### src/rtl/ptmr_pkg.sv
package ptmr_pkg;

    localparam int CNT_W  = 8;
    localparam int PRE_W  = 4;
    localparam int POST_W = 4;

    typedef enum logic [1:0] {
        PRE_DIV1  = 2'b00,
        PRE_DIV4  = 2'b01,
        PRE_DIV16 = 2'b10,
        PRE_DIV16B = 2'b11
    } pre_sel_e;

    typedef struct packed {
        logic              on;
        pre_sel_e          pre;
        logic [POST_W-1:0] post;
    } cfg_t;

    localparam cfg_t CFG_RESET = '{on: 1'b0, pre: PRE_DIV1, post: '0};

    // Terminal prescaler count for a given select
    function automatic logic [PRE_W-1:0] pre_last(input pre_sel_e sel);
        case (sel)
            PRE_DIV1: pre_last = PRE_W'(0);
            PRE_DIV4: pre_last = PRE_W'(3);
            default:  pre_last = PRE_W'(15);
        endcase
    endfunction

endpackage

### src/rtl/ptmr_prescale.sv
module ptmr_prescale
    import ptmr_pkg::*;
#(
    parameter int W = PRE_W
) (
    input  logic         clk,
    input  logic         rst,
    input  logic         clr,
    input  logic         adv,
    input  logic [W-1:0] last,
    output logic         step
);
    logic [W-1:0] pcnt;

    assign step = adv && (pcnt == last);

    always_ff @(posedge clk) begin
        if (rst || clr) begin
            pcnt <= '0;
        end else if (adv) begin
            pcnt <= step ? '0 : pcnt + W'(1);
        end
    end


    pre_range_chk: assert property (@(posedge clk) disable iff (rst)
        pcnt <= last);


    pre_adv_chk: assert property (@(posedge clk) disable iff (rst)
        (adv && !clr && !step) |=> pcnt == $past(pcnt) + W'(1));


    pre_hold_chk: assert property (@(posedge clk) disable iff (rst)
        (!adv && !clr) |=> $stable(pcnt));

endmodule

### src/rtl/ptmr_count.sv
module ptmr_count
    import ptmr_pkg::*;
#(
    parameter int W = CNT_W
) (
    input  logic         clk,
    input  logic         rst,
    input  logic         step,
    input  logic         cnt_we,
    input  logic [W-1:0] cnt_wdata,
    input  logic         per_we,
    input  logic [W-1:0] per_wdata,
    output logic [W-1:0] cnt,
    output logic [W-1:0] per,
    output logic         wrap,
    output logic         match_q
);
    localparam logic [W-1:0] PER_RESET = '1;

    assign wrap = step && !cnt_we && (cnt == per);

    always_ff @(posedge clk) begin
        if (rst) begin
            cnt     <= '0;
            per     <= PER_RESET;
            match_q <= 1'b0;
        end else begin
            if (cnt_we) begin
                cnt <= cnt_wdata;
            end else if (step) begin
                cnt <= wrap ? '0 : cnt + W'(1);
            end
            if (per_we) begin
                per <= per_wdata;
            end
            match_q <= wrap;
        end
    end


    match_zero_chk: assert property (@(posedge clk) disable iff (rst)
        match_q |-> cnt == '0);


    match_single_chk: assert property (@(posedge clk) disable iff (rst)
        match_q |=> !match_q || $past(cnt == per));


    step_inc_chk: assert property (@(posedge clk) disable iff (rst)
        (step && !cnt_we && cnt != per) |=> cnt == $past(cnt) + W'(1));


    cnt_hold_chk: assert property (@(posedge clk) disable iff (rst)
        (!step && !cnt_we) |=> $stable(cnt));


    per_load_chk: assert property (@(posedge clk) disable iff (rst)
        per_we |=> per == $past(per_wdata));

endmodule

### src/rtl/ptmr_postscale.sv
module ptmr_postscale
    import ptmr_pkg::*;
#(
    parameter int W = POST_W
) (
    input  logic         clk,
    input  logic         rst,
    input  logic         clr,
    input  logic         ev,
    input  logic [W-1:0] last,
    input  logic         flag_clr,
    output logic         flag
);
    logic [W-1:0] pcnt;
    logic         term;

    assign term = ev && (pcnt == last);

    always_ff @(posedge clk) begin
        if (rst) begin
            pcnt <= '0;
            flag <= 1'b0;
        end else begin
            if (clr) begin
                pcnt <= '0;
            end else if (ev) begin
                pcnt <= term ? '0 : pcnt + W'(1);
            end
            if (term) begin
                flag <= 1'b1;
            end else if (flag_clr) begin
                flag <= 1'b0;
            end
        end
    end


    flag_src_chk: assert property (@(posedge clk) disable iff (rst)
        $rose(flag) |-> $past(ev));


    flag_hold_chk: assert property (@(posedge clk) disable iff (rst)
        (flag && !flag_clr) |=> flag);


    post_range_chk: assert property (@(posedge clk) disable iff (rst)
        (!ev && !clr) |=> $stable(pcnt));

endmodule

### src/rtl/ptmr_period_timer.sv
module ptmr_period_timer
    import ptmr_pkg::*;
#(
    parameter int CW = CNT_W,
    parameter int PW = PRE_W,
    parameter int QW = POST_W
) (
    input  logic          clk,
    input  logic          rst,
    input  logic          tick_en,
    input  logic          ctrl_we,
    input  logic          ctrl_on,
    input  logic [1:0]    ctrl_pre,
    input  logic [QW-1:0] ctrl_post,
    input  logic          cnt_we,
    input  logic [CW-1:0] cnt_wdata,
    input  logic          per_we,
    input  logic [CW-1:0] per_wdata,
    input  logic          flag_clr,
    output logic [CW-1:0] count_o,
    output logic [CW-1:0] period_o,
    output logic          match_o,
    output logic          flag_o
);
    cfg_t          cfg_q;
    logic          adv;
    logic          step;
    logic          wrap;
    logic          scaler_clr;
    logic [PW-1:0] pre_term;

    always_ff @(posedge clk) begin
        if (rst) begin
            cfg_q <= CFG_RESET;
        end else if (ctrl_we) begin
            cfg_q.on   <= ctrl_on;
            cfg_q.pre  <= pre_sel_e'(ctrl_pre);
            cfg_q.post <= POST_W'(ctrl_post);
        end
    end

    assign adv        = cfg_q.on && tick_en;
    assign scaler_clr = cnt_we || ctrl_we;
    assign pre_term   = PW'(pre_last(cfg_q.pre));

    ptmr_prescale #(.W(PW)) u_pre (
        .clk  (clk),
        .rst  (rst),
        .clr  (scaler_clr),
        .adv  (adv),
        .last (pre_term),
        .step (step)
    );

    ptmr_count #(.W(CW)) u_cnt (
        .clk       (clk),
        .rst       (rst),
        .step      (step),
        .cnt_we    (cnt_we),
        .cnt_wdata (cnt_wdata),
        .per_we    (per_we),
        .per_wdata (per_wdata),
        .cnt       (count_o),
        .per       (period_o),
        .wrap      (wrap),
        .match_q   (match_o)
    );

    ptmr_postscale #(.W(QW)) u_post (
        .clk      (clk),
        .rst      (rst),
        .clr      (scaler_clr),
        .ev       (wrap),
        .last     (QW'(cfg_q.post)),
        .flag_clr (flag_clr),
        .flag     (flag_o)
    );


    off_no_match_chk: assert property (@(posedge clk) disable iff (rst)
        (!cfg_q.on && !cnt_we) |=> !match_o && $stable(count_o));


    cnt_load_chk: assert property (@(posedge clk) disable iff (rst)
        cnt_we |=> count_o == $past(cnt_wdata) && !match_o);

endmodule

### config.mk
export PLATFORM = sky130hd
export DESIGN_NAME = ptmr_period_timer
export DESIGN_NICKNAME = d
export VERILOG_FILES = /design/src/rtl/ptmr_pkg.sv /design/src/rtl/ptmr_prescale.sv /design/src/rtl/ptmr_count.sv /design/src/rtl/ptmr_postscale.sv /design/src/rtl/ptmr_period_timer.sv
export SDC_FILE = /design/constraint.sdc
export NUM_CORES = 1
export LEC_CHECK = 0
export BUFFER_PORTS_ARGS = -buffer_cell sky130_fd_sc_hd__clkbuf_2
export CAP_MARGIN = 25
export CORE_MARGIN = 1.5
export CORE_UTILIZATION = 37
export DETAILED_ROUTE_END_ITERATION = 8
export SYNTH_ARGS = -nofsm -noshare
export SYNTH_HDL_FRONTEND = slang
export SYNTH_HIERARCHICAL = 1
export SYNTH_SLANG_ARGS = --single-unit
export TNS_END_PERCENT = 5
### constraint.sdc
create_clock -name clk -period 4.5 [get_ports clk]
set_input_delay 0.9 -clock clk [delete_from_list [all_inputs] [get_ports clk]]
set_output_delay 0.9 -clock clk [all_outputs]
set_load 0.02 [all_outputs]
* Yosys cells after proc, flatten, opt, wreduce, memory -nomap -nowiden
Cells that the tools add are included.
** Cells by class
- Reduce and logical (&&, ||, !) cells :: 12
- Add/sub/neg operators :: 3
- Equality and inequality tests :: 4
- Mux-type cells :: 8
** Operator list (count)
- 2-to-1 mux 8 bit :: 3
- adder 4 x 1 -> 4 bit, second input constant :: 2
- adder 8 x 1 -> 8 bit, second input constant :: 1
- equality test 4 bit :: 2
- equality test 8 bit :: 1
- 2-to-1 mux 4 bit :: 2
- case mux 4 bit (2 select lines) :: 1
- logical AND 1 bit :: 5
- nonzero test 2 bit :: 2
- equality test 2 x 1 -> 1 bit, second input constant :: 1
- logical NOT 2 bit :: 1
- logical OR 1 bit :: 2
- 2-to-1 mux 1 bit :: 2
- OR reduction 2 bit :: 1
- logical NOT 1 bit :: 1
** Storage, ports and cells
- Flip-flop bits (word level) :: 33
- Output and inout bits :: 18
- Input bits :: 30
- Word-level logic and storage cells :: 36

* Depth between registers and ports, before layout
Gate-level depths: netlist of the first run.
- Depth after elaboration :: 9
- Depth in mapped cells :: 9
- Depth with buffers taken out :: 9

* Cells and area by module
The synthesis of the first run kept the hierarchy.
** Modules (own cells, without submodules)
- ptmr_count :: instances 1, cells an instance 96, area an instance 875.8 um^2
- ptmr_postscale :: instances 1, cells an instance 27, area an instance 279.0 um^2
- ptmr_period_timer :: instances 1, cells an instance 26, area an instance 270.3 um^2
- ptmr_prescale :: instances 1, cells an instance 24, area an instance 246.5 um^2

* Least setup slack after synthesis of the first run
Ideal clock, no wire load.
- Kind :: input -> register
- Start point :: input tick_en
- End point :: register u_post.pcnt[2]
- Stages on the path :: 8
- Data arrival time :: 2.403 ns
- Library setup time :: 0.091 ns
- Slack :: 2.007 ns
- Cell sequence :: and2_1 > and4_4 > and2_2 > nand2b_1 > nor2_1 > nand2_1 > xor2_1 > a311oi_1
** On the way
- Longest elaborated chain between the ends :: 6
** RTL lines
- start: declaration :: line ptmr_period_timer.sv:10 : input logic tick_en,
- logical AND 1 bit (*) :: line ptmr_period_timer.sv:42 : assign adv = cfg_q.on && tick_en;
- logical AND 1 bit (*) :: line ptmr_prescale.sv:15 : assign step = adv && (pcnt == last);
- named net step :: line ptmr_period_timer.sv:27 : logic step;
- logical AND 1 bit (*) (2 in a row) :: line ptmr_count.sv:20 : assign wrap = step && !cnt_we && (cnt == per);
- named net wrap :: line ptmr_period_timer.sv:28 : logic wrap;
- logical AND 1 bit :: line ptmr_postscale.sv:17 : assign term = ev && (pcnt == last);
- 2-to-1 mux 4 bit :: line ptmr_postscale.sv:27 : pcnt <= term ? '0 : pcnt + W'(1);
- end signal: assignment :: line ptmr_postscale.sv:27
- end: declaration :: line ptmr_postscale.sv:14 : logic [W-1:0] pcnt;
Mark *: on every way through the listed nets, which the timed path passes. The rest lies on a longest branch.
A chain may end at the register's enable or synchronous reset.

* Worst setup path after layout of the first run
- Start point :: input tick_en
- End point :: register u_post.pcnt[2]
** On the way
- Longest elaborated chain between the ends :: 6
** RTL lines
- logical AND 1 bit (*) :: line ptmr_period_timer.sv:42
- named net adv :: line ptmr_period_timer.sv:26 : logic adv;
- logical AND 1 bit (*) :: line ptmr_prescale.sv:15
- named net step :: line ptmr_period_timer.sv:27
- logical AND 1 bit (*) (2 in a row) :: line ptmr_count.sv:20
- named net wrap :: line ptmr_period_timer.sv:28
- logical AND 1 bit :: line ptmr_postscale.sv:17
- 2-to-1 mux 4 bit :: line ptmr_postscale.sv:27
Marks and branches as above.

==> results.md, run 1 <==
* Placed Area at 0.001938 mm²
* Mapped Avg Cell Area at just under 10 µm²
* I/O pin count at 48
* Row count at 24
* FMAX at just under 400 MHz
* First-pass GRT wire length at slightly above 6 mm
* Clock Latency Late Sink at roughly 0.29 ns
* Status: finished clean
* Final-report setup violation count at 0
* Unrepaired setup endpoints after global routing: false
* Max clock buf depth at 2
* Net count, final at between 200 and 300
* Fin Setup TNS at 0 ns
* Pwr Density at between 300 and 400 mW/mm²
* DR vias at about 1400
* Postcts setup bufs at 0
* Total grt overflow at 0
* Final instance area at just over 0.002 mm²
* Fin Hold WS at around 0.50 ns
* Tmin final at roughly 2.5 ns
* Crit share post-route at 56.01%
* Final wirelength at approximately 3.6 mm
* Met3 usage at 3.896%
* Clock root cell: clkbuf_8
* Drt drc at 0
* H-Tree Depth at 2
* Gpl congestion at 0.8010
* GRT busiest layer: met2
* Worst Path Required at about 4.7 ns
* Register area share after synthesis at between 30% and 40%
* Crit path DAT at ~2.7 ns
* Final Max Slew Viols at 0
* TritonRoute pass-1 iters at 4
* Max-slew headroom at 59.63%
* Met2 usage at roughly a quarter
* Num CTS Buffers at 5
* Cell depth of the worst hold path at 2
* Die H at roughly 70 µm
* Utilization after layout at between 40 and 50%
* Iter 0 DRT Violations at between 60 and 70
* Critical path class: input pin to register
* Mapped cell area at about 0.0017 mm²
* CTS Sinks at 33
* Hold Fails Final Rpt at 0
* Worst-path clk slew at about 0.060 ns
* DP Wirelength at approximately 2.6 mm
* Die X at 70.22 µm
* Total Die Area at ~0.0049 mm²
* Yosys synthesis warning count at 6
* Worst r2r path cells at 9
* Net Count, Synth at about 200
* VDD IR max at between 0.0001 and 0.00015 V
* Leakage power at 0.8398 nW
* Antenna violations before repair at 0
* Reg-to-reg slack, setup at around 2.1 ns
* MaxCap Viol Count at 0
* ANT nets after route at 0
* Flops & latches, synth at 33
* Vias in the first global route at between 1000 and 1500
* Buffers on Ports at 47
* Largest net degree at the start of global routing at 30
* HP Class: register to register
* Synthesis-to-finish area growth at 21.11%
* Antenna cells at 0
* Crit path capture type: register
* Share of layout cells above drive strength 1 at around 30%
* Synth unique cells at 38
* Measured slew at the worst slew-check pin at between 0.6 and 0.7 ns
* M1 GR Usage at about 20%
* CP Max Fanout at 6
* Mapped Cells at 173
* Post-CTS Hold Fix Bufs at 0
* Core Area at 0.004354 mm²
* Fillers at between 400 and 500
* Clk_skew at between 0.009 and 0.01 ns
* Post-CTS resize count at 0
* CP Launch Type: input pin
* DR vias/cell at approximately 5
* EDFF count, synth at 0
* Initial Util at 38.39%
* WL/cell at ~13 µm
* Total global-route track usage at between 10% and 20%
* Asr flop ratio synth at 0%
* CTS tree: done
* Top FF cell, synth: dfxtp_1
[placed cells by master, fill, tap and decap left out, drive strengths merged, types with 6 or more instances in the layout]
master	synthesis	final
a211o	8	8
nor2b	8	8
mux2i	9	9
dfxtp	33	33
nor2	10	10
xnor2	19	19
a21oi	9	9
o22ai	6	6
and3	9	9
clkbuf	1	52
xor2	9	9
a211oi	6	6
[worst max-delay path: stages]
cell	delay [ns]
clkbuf_2	0.07
and2_1	0.24
and4_4	0.28
and2_2	0.16
nand2b_1	0.09
nor2_1	0.39
nand2_1	0.15
xor2_1	0.17
a311oi_1	0.24
[per-stage QoR]
step | instances | power [W] | worst slack (ns)
finish | 274 | 0.0006270 | 1.980
global route | 274 | 0.0006568 | 1.807
CTS | 274 | 0.0006351 | 1.992
detailed placement | 266 | 0.0004158 | 1.697
global placement | 266 | 0.0004152 | 1.756
floorplan | 173 | 0.0003837 | 2.007
[cells in the mapped netlist (3+ instances only)]
master / instances / area [µm²]
buf_2: 3 / 15.01
dfxtp_1: 33 / 660.6
mux2i_1: 9 / 90.09
o22ai_1: 6 / 37.54
and3_1: 7 / 43.79
nor2b_1: 8 / 50.05
xor2_1: 9 / 78.83
xnor2_1: 19 / 166.4
a21oi_1: 9 / 45.04
nor2_1: 10 / 37.54
ha_1: 3 / 37.54
or2_2: 3 / 18.77
a211o_1: 8 / 70.07
nand3_1: 5 / 25.02
a211oi_1: 6 / 45.04
nand4_1: 3 / 18.77
inv_1: 4 / 15.01
[flip-flops by register name, summed over array words and instances, names as in the netlist]
name	count
u_cnt/per	8
u_cnt/match_q	1
u_post/pcnt	4
u_cnt/cnt	8
u_pre/pcnt	4
cfg_q	7
u_post/flag	1
[layout make-up]
| class | count | area, µm² | share of cell area [%] |
|---|---|---|---|
| Clock inverter | 3 | 17.52 | 0.8653 |
| Tap cell | 52 | 65.06 | 3.214 |
| Inverter | 4 | 15.01 | 0.7417 |
| Multi-Input combinational cell | 130 | 962.2 | 47.53 |
| Timing Repair Buffer | 47 | 235.2 | 11.62 |
| Sequential cell | 33 | 660.6 | 32.63 |
| Clock buffer | 5 | 68.82 | 3.399 |
[cell families after synthesis]
family,Yosys count,synth area share (%)
and+or+nand+nor,54,19.99
muxes,9,5.389
DFF,33,39.52
AOI/OAI and AO/OA,36,15.27
adders and majority gates,3,2.246
xor gates and xnor gates,28,14.67
buffers and inverters,10,2.918
[layer usage]
| metal | vias up | part of all wire [%] |
|---|---|---|
| met5 | - | 0 |
| met4 | 0 | 0.88 |
| met3 | 4 | 5.6 |
| met2 | 37 | 43 |
| met1 | 608 | 50 |
| li1 | 721 | - |
[final timing paths]
path / start / to
worst min register to register: cfg_q[6] / cfg_q[6]
worst max register to register: cfg_q[5] / u_post/pcnt[2]
worst min-delay path: cfg_q[6] / cfg_q[6]
worst max-delay path: tick_en / u_post/pcnt[2]
[power by group]
| group | switching [W] | total (W) | leakage [nW] | internal (W) |
|---|---|---|---|---|
| registers | 0.0000161 | 0.000321 | 0.271 | 0.000305 |
| logic | 0.0000450 | 0.0000872 | 0.525 | 0.0000422 |
| clock network | 0.000112 | 0.000218 | 0.0439 | 0.000107 |
| total | 0.000173 | 0.000627 | 0.840 | 0.000454 |
Note: power is estimated with default switching activity, not from simulation.
==> inputs of run 2 (changes only) <==
clock period = 2.1 ns   (was 4.5 ns; I/O delays follow)
==> run 2 against run 1 <==
Effect of this change: flip-flop and latch count is the same; utilization grew 3.0 points; wire length grew 3.3%; design area grew 6.6%; clock skew shrank 0.0066 ns; via count grew 7.0%; first-iteration DRC count grew 33%; largest cell class unchanged; die area is the same; sequential share of layout area shrank 2.0 points; power grew 120%; global-route usage grew 0.17 points; worst hold slack lost 0.15 ns.
==> results.md, run 2 (synthesized netlist as in run 1, its figures left out) <==
* Status: finished clean (unchanged)
* Iter 0 DRT Violations at 85 (was 64)
* CP Max Fanout at 5 (was 6)
* Critical path class: register to register (was input pin to register)
* Initial Util at 38.39% (unchanged)
* Commonest non-fill, non-tap cell in the layout: clkbuf_2 (unchanged)
* Die H at 70.22 µm (unchanged)
* CTS tree: done (unchanged)
* P_sw at 0.0003494 W (was 0.0001730 W)
* Sequential power share at 49.5% (was 51.2%)
* Vias in the first global route at 1344 (was 1326)
* First-pass GRT wire length at 6.113 mm (was 6.044 mm)
* Measured slew at the worst slew-check pin at 0.4057 ns (was 0.6055 ns)
* Leakage power at 0.9251 nW (was 0.8398 nW)
* Unrepaired setup endpoints after global routing: false (unchanged)
* Antenna cells at 0 (unchanged)
* WL/cell at 13.06 µm (was 13.29 µm)
* Total Die Area at 0.004930 mm² (unchanged)
* Max-slew headroom at 72.76% (was 59.63%)
* Clock root cell: clkbuf_8 (unchanged)
* MaxCap Viol Count at 0 (unchanged)
* Int Power at 0.001021 W (was 0.0004540 W)
* Commonest cells after routing, fill and taps aside: clkbuf_2 (47), dfxtp_1 (33), xnor2_1 (19) (unchanged)
* Top flop regs: u_cnt/cnt x8, u_cnt/per x8, cfg_q x7 (unchanged)
* Crit path capture type: register (unchanged)
* Drt drc at 0 (unchanged)
* Gpl congestion at 0.7960 (was 0.8010)
* Clk network pwr share at 34.5% (was 34.8%)
* CP Launch Type: register (was input pin)
* Total global-route track usage at 15.54% (was 15.37%)
* Net count, final at 269 (was 254)
* Synthesis-to-finish area growth at 29.04% (was 21.11%)
* Crit path DAT at 2.18 ns (was 2.71 ns)
* HP Class: input pin to register (was register to register)
* Fin Setup TNS at 0 ns (unchanged)
* Antenna violations before repair at 0 (unchanged)
* H-Tree Depth at 2 (unchanged)
* FMAX at 502.8 MHz
* Clock Latency Late Sink at 0.28 ns (was 0.29 ns)
* TritonRoute pass-1 iters at 4 (unchanged)
* Die X at 70.22 µm (unchanged)
* Largest net degree at the start of global routing at 17 (was 30)
* Clk_skew at 0.002535 ns (was 0.009148 ns)
* Core Area at 0.004354 mm² (unchanged)
* Comb pwr share at 16.1% (was 13.9%)
* Net Sw Frac at 25.49% (was 27.59%)
* I/O pin count at 48 (unchanged)
* Tmin final at 1.989 ns
* Num CTS Buffers at 5 (unchanged)
* CTS Sinks at 33 (unchanged)
* Buffers on Ports at 47 (unchanged)
* Reg-to-reg slack, setup at 0.11 ns (was 2.10 ns)
* VDD IR max at 0.0003412 V (was 0.0001457 V)
* Final-report setup violation count at 0 (unchanged)
* Hold Fails Final Rpt at 0 (unchanged)
* Row count at 24 (unchanged)
* Crit share post-route at 94.71%
* Share of layout cells above drive strength 1 at 35.17% (was 30.18%)
* DR vias at 1466 (was 1370)
* ANT nets after route at 0 (unchanged)
* Total grt overflow at 0 (unchanged)
* Utilization after layout at 49.54% (was 46.49%)
* Worst Path Required at 2.29 ns (was 4.69 ns)
* Max clock buf depth at 2 (unchanged)
* Pwr Density at 635.5 mW/mm² (was 309.7 mW/mm²)
* DR vias/cell at 5.090 (was 5.000)
* Worst-path clk slew at 0.06 ns (about the same)
* Final Max Slew Viols at 0 (unchanged)
* DP Wirelength at 2.858 mm (was 2.592 mm)
* Final wirelength at 3.761 mm (was 3.642 mm)
[run 2: metrics by stage]
stage	hold slack, ns	worst slack, ns	instance area, µm²	power, W	cells
after floorplan	0.4515	0.005053	1672	0.0008223	173
after global placement	0.4666	0.1114	2036	0.0009089	279
after detailed placement	0.4762	0.02561	2036	0.0009094	279
after CTS	0.3385	0.02193	2122	0.001386	286
after global routing	0.3405	0.01570	2157	0.001437	288
final	0.3452	0.1111	2157	0.001371	288
[run 2: repair_timing]
| action | 4_1_cts | 5_1_grt |
|---|---|---|
| hold buffers | 0 | 0 |
| gates cloned | 0 | 0 |
| hold endpoints to repair | 0 | 0 |
| endpoints found under the setup margin | 1 | 1 |
| buffers inserted | 0 | 2 |
| resized for setup | 0 | 5 |
| pin swaps | 1 | 2 |
[run 2: routing by layer]
metal | global-route usage (%) | part of all wire [%]
met1 | 20.75 | 48
met2 | 24.76 | 46
met3 | 3.608 | 4.5
met4 | 5.128 | 1.4
met5 | 0 | 0
[run 2: layout make-up]
class,count,area [µm²]
multi-input combinational,130,982.2
inverter,4,15.01
sequential,33,660.6
tap,52,65.06
fill,407,2197
timing repair buffer,62,347.8
clock buffer,7,86.33
[run 2: power by group through the flow]
stage | Sequential, W | Combinational (W) | Clock, W
5_1_grt | 0.000681 | 0.000240 | 0.000515
6_report | 0.000678 | 0.000220 | 0.000472
4_1_cts | 0.000679 | 0.000219 | 0.000489
2_1_floorplan | 0.000717 | 0.000105 | 0
3_3_place_gp | 0.000692 | 0.000216 | 0
3_5_place_dp | 0.000692 | 0.000217 | 0
[run 2: worst paths after layout]
| check | to | cells after the start | from |
|---|---|---|---|
| max | u_post/pcnt[2] | 10 | cfg_q[4] |
| min | u_cnt/per[5] | 2 | per_wdata[5] |
| max reg2reg | u_post/pcnt[2] | 10 | cfg_q[4] |
| min reg2reg | cfg_q[6] | 2 | cfg_q[6] |
[run 2: worst max-delay path: stages (launching register included)]
cell and delay (ns):
dfxtp_1 0.31, or2_4 0.25, xnor2_1 0.15, and4_4 0.23, and2_4 0.16, nand2b_4 0.06
nor2_1 0.08, buf_4 0.15, buf_4 0.12, nand4b_1 0.11, a311oi_2 0.28
